[src/rtl/ifetch_pkg.sv]
package ifetch_pkg;

  localparam int OP_W  = 5;
  localparam int LANES = 2;

  localparam logic [OP_W-1:0] OP_SUSPEND = 5'h00;
  localparam logic [OP_W-1:0] OP_PULL    = 5'h01;
  localparam logic [OP_W-1:0] OP_JMP     = 5'h02;
  localparam logic [OP_W-1:0] OP_PUT     = 5'h03;
  localparam logic [OP_W-1:0] OP_IFREG   = 5'h1C;
  localparam logic [OP_W-1:0] OP_IFSTAT  = 5'h1D;
  localparam logic [OP_W-1:0] OP_START   = 5'h1F;

  typedef enum logic [1:0] {
    ST_IDLE,
    ST_FETCH,
    ST_STALL
  } fetchState_t;

  // Strobes from the control FSM to the datapath, valid for one cycle.
  typedef struct packed {
    logic [LANES-1:0] push;   // queue lane word
    logic [LANES-1:0] sub;    // rewrite lane word into SUSPEND
    logic             pcLoad; // PC <= external address
    logic             pcAdv1; // PC <= PC + 1
    logic             pcAdv2; // PC <= PC + 2
    logic             rptSet; // latch next PC into the report register
  } fetchStrobe_t;

  function automatic logic isStallOp(input logic [OP_W-1:0] op);
    return (op == OP_SUSPEND) || (op == OP_PULL) || (op == OP_JMP) ||
           (op == OP_PUT) || (op == OP_IFREG) || (op == OP_IFSTAT) ||
           (op == OP_START);
  endfunction

endpackage

[src/rtl/ifetch_dp.sv]
module ifetch_dp
  import ifetch_pkg::*;
#(
  parameter int INSTR_W = 24,
  parameter int ADDR_W  = 12,
  parameter int DEPTH   = 8      // power of two
) (
  input  logic                     clk,
  input  logic                     rstN,
  input  fetchStrobe_t             strb,
  input  logic [ADDR_W-1:0]        pcLoadAddr,
  input  logic [LANES*INSTR_W-1:0] memRdData,
  input  logic                     fifoPop,
  output logic [INSTR_W-1:0]       fifoData,
  output logic                     fifoValid,
  output logic [$clog2(DEPTH+1)-1:0] fifoCount,
  output logic [ADDR_W-1:0]        pcAddr,
  input  logic                     rptReady,
  output logic                     rptValid,
  output logic [ADDR_W-1:0]        rptAddr
);

  localparam int PTR_W  = $clog2(DEPTH);
  localparam int CNT_W  = $clog2(DEPTH+1);
  localparam int BODY_W = INSTR_W - OP_W;

  logic [INSTR_W-1:0] queueMem [DEPTH];
  logic [PTR_W-1:0]   wrPtr, rdPtr;
  logic [CNT_W-1:0]   count;
  logic [ADDR_W-1:0]  pc, pcNext;
  logic               popOk;

  logic [INSTR_W-1:0] laneEntry [LANES];

  // Per-lane entry formation: optional rewrite of the opcode field.
  for (genvar lane = 0; lane < LANES; lane++) begin : g_lane
    logic [INSTR_W-1:0] laneWord;
    assign laneWord = memRdData[lane*INSTR_W +: INSTR_W];
    assign laneEntry[lane] = strb.sub[lane] ? {OP_SUSPEND, laneWord[BODY_W-1:0]}
                                            : laneWord;
  end

  assign popOk     = fifoPop && (count != '0);
  assign fifoValid = (count != '0);
  assign fifoData  = queueMem[rdPtr];
  assign fifoCount = count;

  // Lane 0 lands at wrPtr, lane 1 right behind it.
  always_ff @(posedge clk) begin
    if (strb.push[0]) queueMem[wrPtr] <= laneEntry[0];
    if (strb.push[1]) queueMem[wrPtr + PTR_W'(1)] <= laneEntry[1];
  end

  always_ff @(posedge clk) begin
    if (!rstN) begin
      wrPtr <= '0;
      rdPtr <= '0;
      count <= '0;
    end else begin
      wrPtr <= wrPtr + PTR_W'(strb.push[0]) + PTR_W'(strb.push[1]);
      rdPtr <= rdPtr + PTR_W'(popOk);
      count <= count + CNT_W'(strb.push[0]) + CNT_W'(strb.push[1]) - CNT_W'(popOk);
    end
  end

  // Cached program counter.
  always_comb begin
    pcNext = pc;
    if (strb.pcLoad)      pcNext = pcLoadAddr;
    else if (strb.pcAdv1) pcNext = pc + ADDR_W'(1);
    else if (strb.pcAdv2) pcNext = pc + ADDR_W'(2);
  end

  always_ff @(posedge clk) begin
    if (!rstN) pc <= '0;
    else       pc <= pcNext;
  end

  assign pcAddr = pc;

  // PC report register, held until accepted.
  always_ff @(posedge clk) begin
    if (!rstN) begin
      rptValid <= 1'b0;
      rptAddr  <= '0;
    end else if (strb.rptSet) begin
      rptValid <= 1'b1;
      rptAddr  <= pcNext;
    end else if (rptReady) begin
      rptValid <= 1'b0;
    end
  end

  AST_NO_OVERFLOW: assert property (@(posedge clk) disable iff (!rstN)
    (strb.push != '0) |-> (count <= CNT_W'(DEPTH - LANES)))
    else $error("queue pushed without room for two entries");

  AST_RPT_HOLD: assert property (@(posedge clk) disable iff (!rstN)
    (rptValid && !rptReady && !strb.rptSet) |=> (rptValid && $stable(rptAddr)))
    else $error("report dropped or changed before acceptance");

  AST_LANE_ORDER: assert property (@(posedge clk) disable iff (!rstN)
    strb.push[1] |-> strb.push[0])
    else $error("second lane queued without the first");

endmodule

[src/rtl/ifetch_ctl.sv]
module ifetch_ctl
  import ifetch_pkg::*;
#(
  parameter int DEPTH = 8
) (
  input  logic                       clk,
  input  logic                       rstN,
  input  logic [OP_W-1:0]            op0,
  input  logic [OP_W-1:0]            op1,
  input  logic [$clog2(DEPTH+1)-1:0] fifoCount,
  input  logic                       taskMore,
  input  logic                       pcLoadValid,
  input  logic                       resumeGo,
  input  logic                       suspendDone,
  output fetchStrobe_t               strb,
  output logic                       memRd,
  output logic                       threadIdle
);

  localparam int CNT_W = $clog2(DEPTH+1);

  fetchState_t state, nextState;
  logic        phase, nextPhase;       // 0: address cycle, 1: data cycle
  logic        pullSeen, nextPullSeen; // a PULL already queued this invocation
  logic        room;

  assign room = (fifoCount <= CNT_W'(DEPTH - LANES));

  always_comb begin
    strb         = '0;
    nextState    = state;
    nextPhase    = phase;
    nextPullSeen = pullSeen;
    memRd        = 1'b0;
    case (state)
      ST_IDLE: begin
        if (pcLoadValid) begin
          strb.pcLoad  = 1'b1;
          nextPullSeen = 1'b0;
          nextState    = ST_FETCH;
        end
      end
      ST_FETCH: begin
        if (!phase) begin
          if (room) begin
            memRd     = 1'b1;
            nextPhase = 1'b1;
          end
        end else begin
          memRd        = 1'b1;
          nextPhase    = 1'b0;
          strb.push[0] = 1'b1;
          strb.sub[0]  = (op0 == OP_PULL) && pullSeen && !taskMore;
          if (op0 == OP_PULL) nextPullSeen = 1'b1;
          if (isStallOp(op0)) begin
            strb.pcAdv1 = 1'b1;
            strb.rptSet = 1'b1;
            nextState   = ST_STALL;
          end else begin
            strb.push[1] = 1'b1;
            strb.sub[1]  = (op1 == OP_PULL) && pullSeen && !taskMore;
            if (op1 == OP_PULL) nextPullSeen = 1'b1;
            strb.pcAdv2  = 1'b1;
            if (isStallOp(op1)) begin
              strb.rptSet = 1'b1;
              nextState   = ST_STALL;
            end
          end
        end
      end
      ST_STALL: begin
        if (pcLoadValid) begin
          strb.pcLoad = 1'b1;
          nextState   = ST_FETCH;
        end else if (resumeGo) begin
          nextState   = ST_FETCH;
        end else if (suspendDone) begin
          strb.rptSet = 1'b1;
          nextState   = ST_IDLE;
        end
      end
      default: nextState = ST_IDLE;
    endcase
  end

  always_ff @(posedge clk) begin
    if (!rstN) begin
      state    <= ST_IDLE;
      phase    <= 1'b0;
      pullSeen <= 1'b0;
    end else begin
      state    <= nextState;
      phase    <= nextPhase;
      pullSeen <= nextPullSeen;
    end
  end

  assign threadIdle = (state == ST_IDLE);

  AST_PUSH_AFTER_READ: assert property (@(posedge clk) disable iff (!rstN)
    strb.push[0] |-> $past(memRd))
    else $error("entry queued without a preceding address cycle");

  AST_STALL_QUIET: assert property (@(posedge clk) disable iff (!rstN)
    (state == ST_STALL && !pcLoadValid && !resumeGo && !suspendDone) |=> !memRd)
    else $error("memory read while stopped");

  AST_IDLE_QUIET: assert property (@(posedge clk) disable iff (!rstN)
    (threadIdle && !pcLoadValid) |=> (threadIdle && !memRd))
    else $error("left idle without a start PC");

  AST_SUB_ONLY_PULL: assert property (@(posedge clk) disable iff (!rstN)
    strb.sub[0] |-> (op0 == OP_PULL && strb.push[0]))
    else $error("non-PULL entry rewritten");

endmodule

[src/rtl/ifetch_seq.sv]
module ifetch_seq
  import ifetch_pkg::*;
#(
  parameter int INSTR_W = 24,
  parameter int ADDR_W  = 12,
  parameter int DEPTH   = 8
) (
  input  logic                     clk,
  input  logic                     rstN,
  output logic [ADDR_W-1:0]        memAddr,
  output logic                     memRd,
  input  logic [2*INSTR_W-1:0]     memRdData,
  output logic [INSTR_W-1:0]       fifoData,
  output logic                     fifoValid,
  input  logic                     fifoPop,
  input  logic                     taskMore,
  input  logic                     pcLoadValid,
  input  logic [ADDR_W-1:0]        pcLoadAddr,
  input  logic                     resumeGo,
  input  logic                     suspendDone,
  output logic                     pcRptValid,
  output logic [ADDR_W-1:0]        pcRptAddr,
  input  logic                     pcRptReady,
  output logic                     threadIdle
);

  localparam int CNT_W = $clog2(DEPTH+1);

  fetchStrobe_t     strb;
  logic [CNT_W-1:0] fifoCount;
  logic [OP_W-1:0]  op0, op1;

  assign op0 = memRdData[INSTR_W-1 -: OP_W];
  assign op1 = memRdData[2*INSTR_W-1 -: OP_W];

  ifetch_ctl #(.DEPTH(DEPTH)) i_ctl (
    .clk        (clk),
    .rstN       (rstN),
    .op0        (op0),
    .op1        (op1),
    .fifoCount  (fifoCount),
    .taskMore   (taskMore),
    .pcLoadValid(pcLoadValid),
    .resumeGo   (resumeGo),
    .suspendDone(suspendDone),
    .strb       (strb),
    .memRd      (memRd),
    .threadIdle (threadIdle)
  );

  ifetch_dp #(.INSTR_W(INSTR_W), .ADDR_W(ADDR_W), .DEPTH(DEPTH)) i_dp (
    .clk       (clk),
    .rstN      (rstN),
    .strb      (strb),
    .pcLoadAddr(pcLoadAddr),
    .memRdData (memRdData),
    .fifoPop   (fifoPop),
    .fifoData  (fifoData),
    .fifoValid (fifoValid),
    .fifoCount (fifoCount),
    .pcAddr    (memAddr),
    .rptReady  (pcRptReady),
    .rptValid  (pcRptValid),
    .rptAddr   (pcRptAddr)
  );

endmodule

[config.mk]
export PLATFORM = sky130hd
export DESIGN_NAME = ifetch_seq
export DESIGN_NICKNAME = d
export VERILOG_FILES = /design/src/rtl/ifetch_pkg.sv /design/src/rtl/ifetch_dp.sv /design/src/rtl/ifetch_ctl.sv /design/src/rtl/ifetch_seq.sv
export SDC_FILE = /design/constraint.sdc
export NUM_CORES = 1
export LEC_CHECK = 0
export CORE_UTILIZATION = 51
export CTS_BUF_LIST = sky130_fd_sc_hd__clkbuf_2
export CTS_CLUSTER_SIZE = 24
export DETAILED_ROUTE_END_ITERATION = 8
export DONT_BUFFER_PORTS = 1
export PLACE_DENSITY = 0.71
export REMOVE_ABC_BUFFERS = 1
export SKIP_CTS_REPAIR_TIMING = 1
export SYNTH_ARGS = -nofsm -noshare
export SYNTH_HDL_FRONTEND = slang
export SYNTH_SLANG_ARGS = --single-unit
[constraint.sdc]
create_clock -name clk -period 7.4 [get_ports clk]
set_input_delay 0.37 -clock clk [delete_from_list [all_inputs] [get_ports clk]]
set_output_delay 0.37 -clock clk [all_outputs]
set_load 0.02 [all_outputs]
Word level (Yosys, flattened, before mapping). Memory sizes are Yosys's and may differ from the RTL's. A register that Yosys moved wholly into a read port is not among the register bits. Cells that the tools add are included.

$add $sub $neg: 9. Reduce and logical (&&, ||, !) cells: 27. Order comparisons: 1. Muxes and demuxes: 45. Eq/ne operators: 18.

Operator list (count): $mux 24 (2); $mux 12 (3); $eq 5x5->1 const B (6); $mux 1 (25); $eq 5x2->1 const B (4); $mux 2 (8); $add 12x1->12 const B (1); $add 12x2->12 const B (1); $logic_or 1x1->1 (12); $eq 5x1->1 const B (2); $logic_not 5->1 (2); $add 3x1->3 (3); $add 4x1->4 (2); $mux 4 (2); $mux 3 (2); $pmux 2 s3 (1); $logic_and 1x1->1 (5); $le 4x3->1 const B (1); $ne 4x4->1 const B (1); $pmux 1 s2 (2); $reduce_and 4->1 (1); $reduce_bool 2->1 (2); $reduce_bool 4->1 (1); $sub 4x1->4 (1); 10 further kinds (10).

Bits in writable memories: 192. Register bits after elaboration: 39. Word-level logic and storage cells: 110. Memories: 1. Output and inout port bits: 52. Input bits: 68.

Memories: i_dp.queueMem (depth 8, bits a word 24, rd ports 1, clocked after Yosys merged registers in 1, write ports 2, line ifetch_dp.sv:27) `logic [INSTR_W-1:0] queueMem [DEPTH];`.

Depth between registers and ports, before layout.
Depth in word-level cells: 14. Gate-level depth with buffers: 13. Mapped depth without buffers: 12.

By module. Synthesis repeated with hierarchy kept, for this count alone.

Cells, all modules: 835. Area total of the unflattened synthesis: 11851.4 um^2.

Modules (own cells, without submodules): ifetch_dp (cells an instance 776, sequential area each 6466.2 um^2, area each 11398.4 um^2, instances 1); ifetch_ctl (cells an instance 59, sequential area each 80.1 um^2, area each 452.9 um^2, instances 1).

Worst setup path after synthesis. Ideal clock, no wire load.

Kind: register -> register. From: register i_ctl.state[1]. To: memory i_dp.queueMem[0][0] (enable). Data required time: 6958 ps. Stages on the path, launching flop included: 8. Data arrival time: 2966 ps. Setup time: 442 ps. Path slack: 3992 ps. Path through: dfxtp_1 inv_1 ha_1 buf_2 nand2_1 clkinv_1 nand2b_1 o31ai_1.

RTL lines: start: declaration (line ifetch_ctl.sv:22) `fetchState_t state, nextState;`; start signal: assignment (line ifetch_ctl.sv:92) `state <= nextState;`; end: declaration (line ifetch_dp.sv:27).

==> impl_summary.log <==
[metrics] count of H-tree levels built during CTS: 2
[metrics] Top Ports: 120
[metrics] biggest area contributors in the synthesized netlist: edfxtp_1 (49%), mux2_2 (18%), mux4_2 (9.1%)
[metrics] last weighted congestion value of the routability-driven placer: approximately 0.83
[metrics] share of final-layout standard cells stronger than drive strength 1: 41.0%
[metrics] crit-path max FO: 16
[metrics] required arrival time at the worst endpoint: a little under 8000 ps
[metrics] transition at the pin with the smallest max-transition slack: 1330 ps
[metrics] number of nets in the layout: 986
[metrics] clock skew: 69.8 ps
[metrics] Relative slew margins: 11.0%
[metrics] class of the worst hold path: in -> reg
[metrics] cts bufs inserted: 60
[metrics] total die area: 23,800 µm²
[metrics] commonest cells after routing, fill and taps aside: edfxtp_1 (192), mux2_2 (187), clkbuf_2 (98)
[metrics] width of the chip: 154 µm
[metrics] leakage power: between 4 and 5 nW
[metrics] endpoints failing setup: 0
[metrics] outcome: finished, final reports clean
[metrics] CP Class: reg -> reg
[metrics] clock latency reported for the late side of the worst-skew pair: 840 ps
[metrics] number of rows created at floorplan: 55
[metrics] routed vias: 7,537
[metrics] global route total overflow: 0
[metrics] Synth Cell Area: 11,800 µm²
[metrics] Core Footprint: 22,700 µm²
[metrics] antenna-violating nets left: 0
[metrics] total of flip-flops plus latches after synthesis: approximately 230
[metrics] EDFF count, synth: 192
[metrics] effective utilization at floorplan: 52.1%
[metrics] maximum ir drop on the vdd rail: 206 µV
[metrics] post-synth top area share: just under 50%
[metrics] average instance area after synthesis: ~15 µm²
[metrics] Die H: 154 µm
[metrics] dominant synthesized flop cell: edfxtp_1
[metrics] area added between synthesis and finish: 14.5%
[metrics] first-pass GRT wire length: 42.7 mm
[metrics] register area share after synthesis: 55.4%
[metrics] half-perimeter wire length after detailed placement: approximately 17 mm
[metrics] sum of internal, switching and leakage power: 3.29 mW
[metrics] cell count after synthesis: 781
[metrics] largest net degree at the start of global routing: 50
[metrics] number of design-rule violations left by the first detailed-router iteration: 492
[metrics] setup_tns: 0 ps
[metrics] final count of hold timing violations: 0
[metrics] CTS Root Cell: clkbuf_2
[metrics] Buffers on Ports: 0
[metrics] Synth async-reset ratio: 0%
[metrics] via count of the first global-routing pass: between 7k and 8k
[metrics] synth unique cells: 57
[metrics] number of max-slew violations in the final report: 0
[metrics] f_max: 260 MHz
[metrics] Pre-Repair DR Iteration Count: 4
[metrics] type of origin of the critical path: register
[metrics] Period minus WS final: 3840 ps
[metrics] fin crit share: slightly above 50%
[metrics] total detailed-routing wirelength: 29.7 mm
[metrics] unrepaired setup endpoints after global routing: false
[metrics] Maximum Capacitance Violations: 0
[metrics] Longest Clk Path Bufs: 3
[metrics] mean routed wirelength per cell: 24.2 µm
[metrics] critical path arrival: 4390 ps
[metrics] cell area power density: 243 nW/µm²
[metrics] clock tree from TritonCTS: yes
[metrics] synth warn: 0
[metrics] clock sink count: 231
[metrics] number of antenna violations at the first check in global routing: 2
[metrics] overall fraction of global-route tracks in use: approximately a quarter
[metrics] commonest non-fill, non-tap cell in the layout: edfxtp_1
[metrics] Via density: 6.13
[metrics] DRC violations left: 0
[metrics] clock slew at reported path FFs: 110 ps
[metrics] area leader, netlist: edfxtp_1
[metrics] kind of capture point of the worst setup path: register
Yosys cell counts, types with 5 or more instances:
master / count
a21oi_1: 15
and2_1: 5
and3_1: 7
buf_1: 8
buf_2: 18
clkbuf_1: 14
dfxtp_1: 39
edfxtp_1: 192
ha_1: 15
inv_1: 14
mux2_2: 187
mux2_4: 16
mux2i_1: 11
mux4_2: 48
nand2_1: 32
nand2b_1: 7
nand3_1: 9
nor2_1: 34
nor3_1: 10
o21ai_0: 19
o22ai_1: 7
final timing paths:
path                                                  start  cells past startpoint                             to  slack (ps)
worst max-delay path            i_ctl.state[1]$_SDFFE_PN0P_                     10  i_dp.queueMem[1][5]$_DFFE_PP_        3560
worst min-delay path                            suspendDone                      4  i_dp.rptAddr[10]$_SDFFE_PN0P_          80
worst max register to register  i_ctl.state[1]$_SDFFE_PN0P_                     10  i_dp.queueMem[1][5]$_DFFE_PP_        3560
worst min register to register     i_dp.rdPtr[2]$_SDFF_PN0_                      2       i_dp.rdPtr[2]$_SDFF_PN0_         540
kinds of logic (layout without fill, tap and decap cells):
kind of cell,count (synthesis),in the layout,share of synthesized area (%)
compound gates,73,73,4.06
buf+inv,65,227,2.63
other cells,0,1,0
mux,265,265,30.2
simple gates,121,121,5.05
fa+ha+maj,18,18,2.10
flops,231,231,55.4
xor+xnor,8,8,0.593
power breakdown:
part	switching (mW)	internal, mW	total [mW]
logic	0.397	0.397	0.794
clock network	0.509	0.375	0.885
registers	0.143	1.47	1.61
final cells by class:
type,instances,area [µm²]
fillers,1761,9170
repair buffers,105,1010
inverters,17,63.8
flip-flops and latches,231,6550
multi-input cells,485,5020
clock inverters,7,52.6
clock buffers,98,490
well taps,285,357
diodes,1,2.50
metal layers:
layer  track usage [%]  vias up  routed length, µm
met5                 0        -                 13
met3              6.70       59               2380
met4              8.30        2                599
met1              29.7     3829              11900
met2              39.7      315              14800
li1                  -     3332                  -
stage by stage:
step	utilization [%]	worst slack, ps	cell area, µm²	hold WS [ps]	std cells
2_1_floorplan	-	3960	11600	492	733
3_3_place_gp	53.3	4370	12100	496	1035
3_5_place_dp	53.3	4160	12100	498	1035
4_1_cts	55.7	3990	12700	-402	1140
5_1_grt	59.6	3390	13500	5.78	1229
6_report	59.6	3560	13500	83.8	1229
critical path, stage by stage, from the launching register on:
cell,delay [ps]
dfxtp_1,390
inv_1,90
ha_1,280
nand2_1,260
clkinv_1,320
nand2b_1,360
nor2_1,110
nand2_1,450
buf_4,380
mux2_2,370
dlygate4sd3_1,570
sequential cells by signal, summed over array words and instances (netlist names):
signal / cells
i_dp.queueMem: 192
i_dp.rdPtr: 3
i_ctl.state: 2
i_ctl.pullSeen: 1
i_dp.pcAddr: 12
i_ctl.phase: 1
i_dp.wrPtr: 3
i_dp.rptValid: 1
i_dp.fifoCount: 4
i_dp.rptAddr: 12
Power figures use the tool's default switching activity.
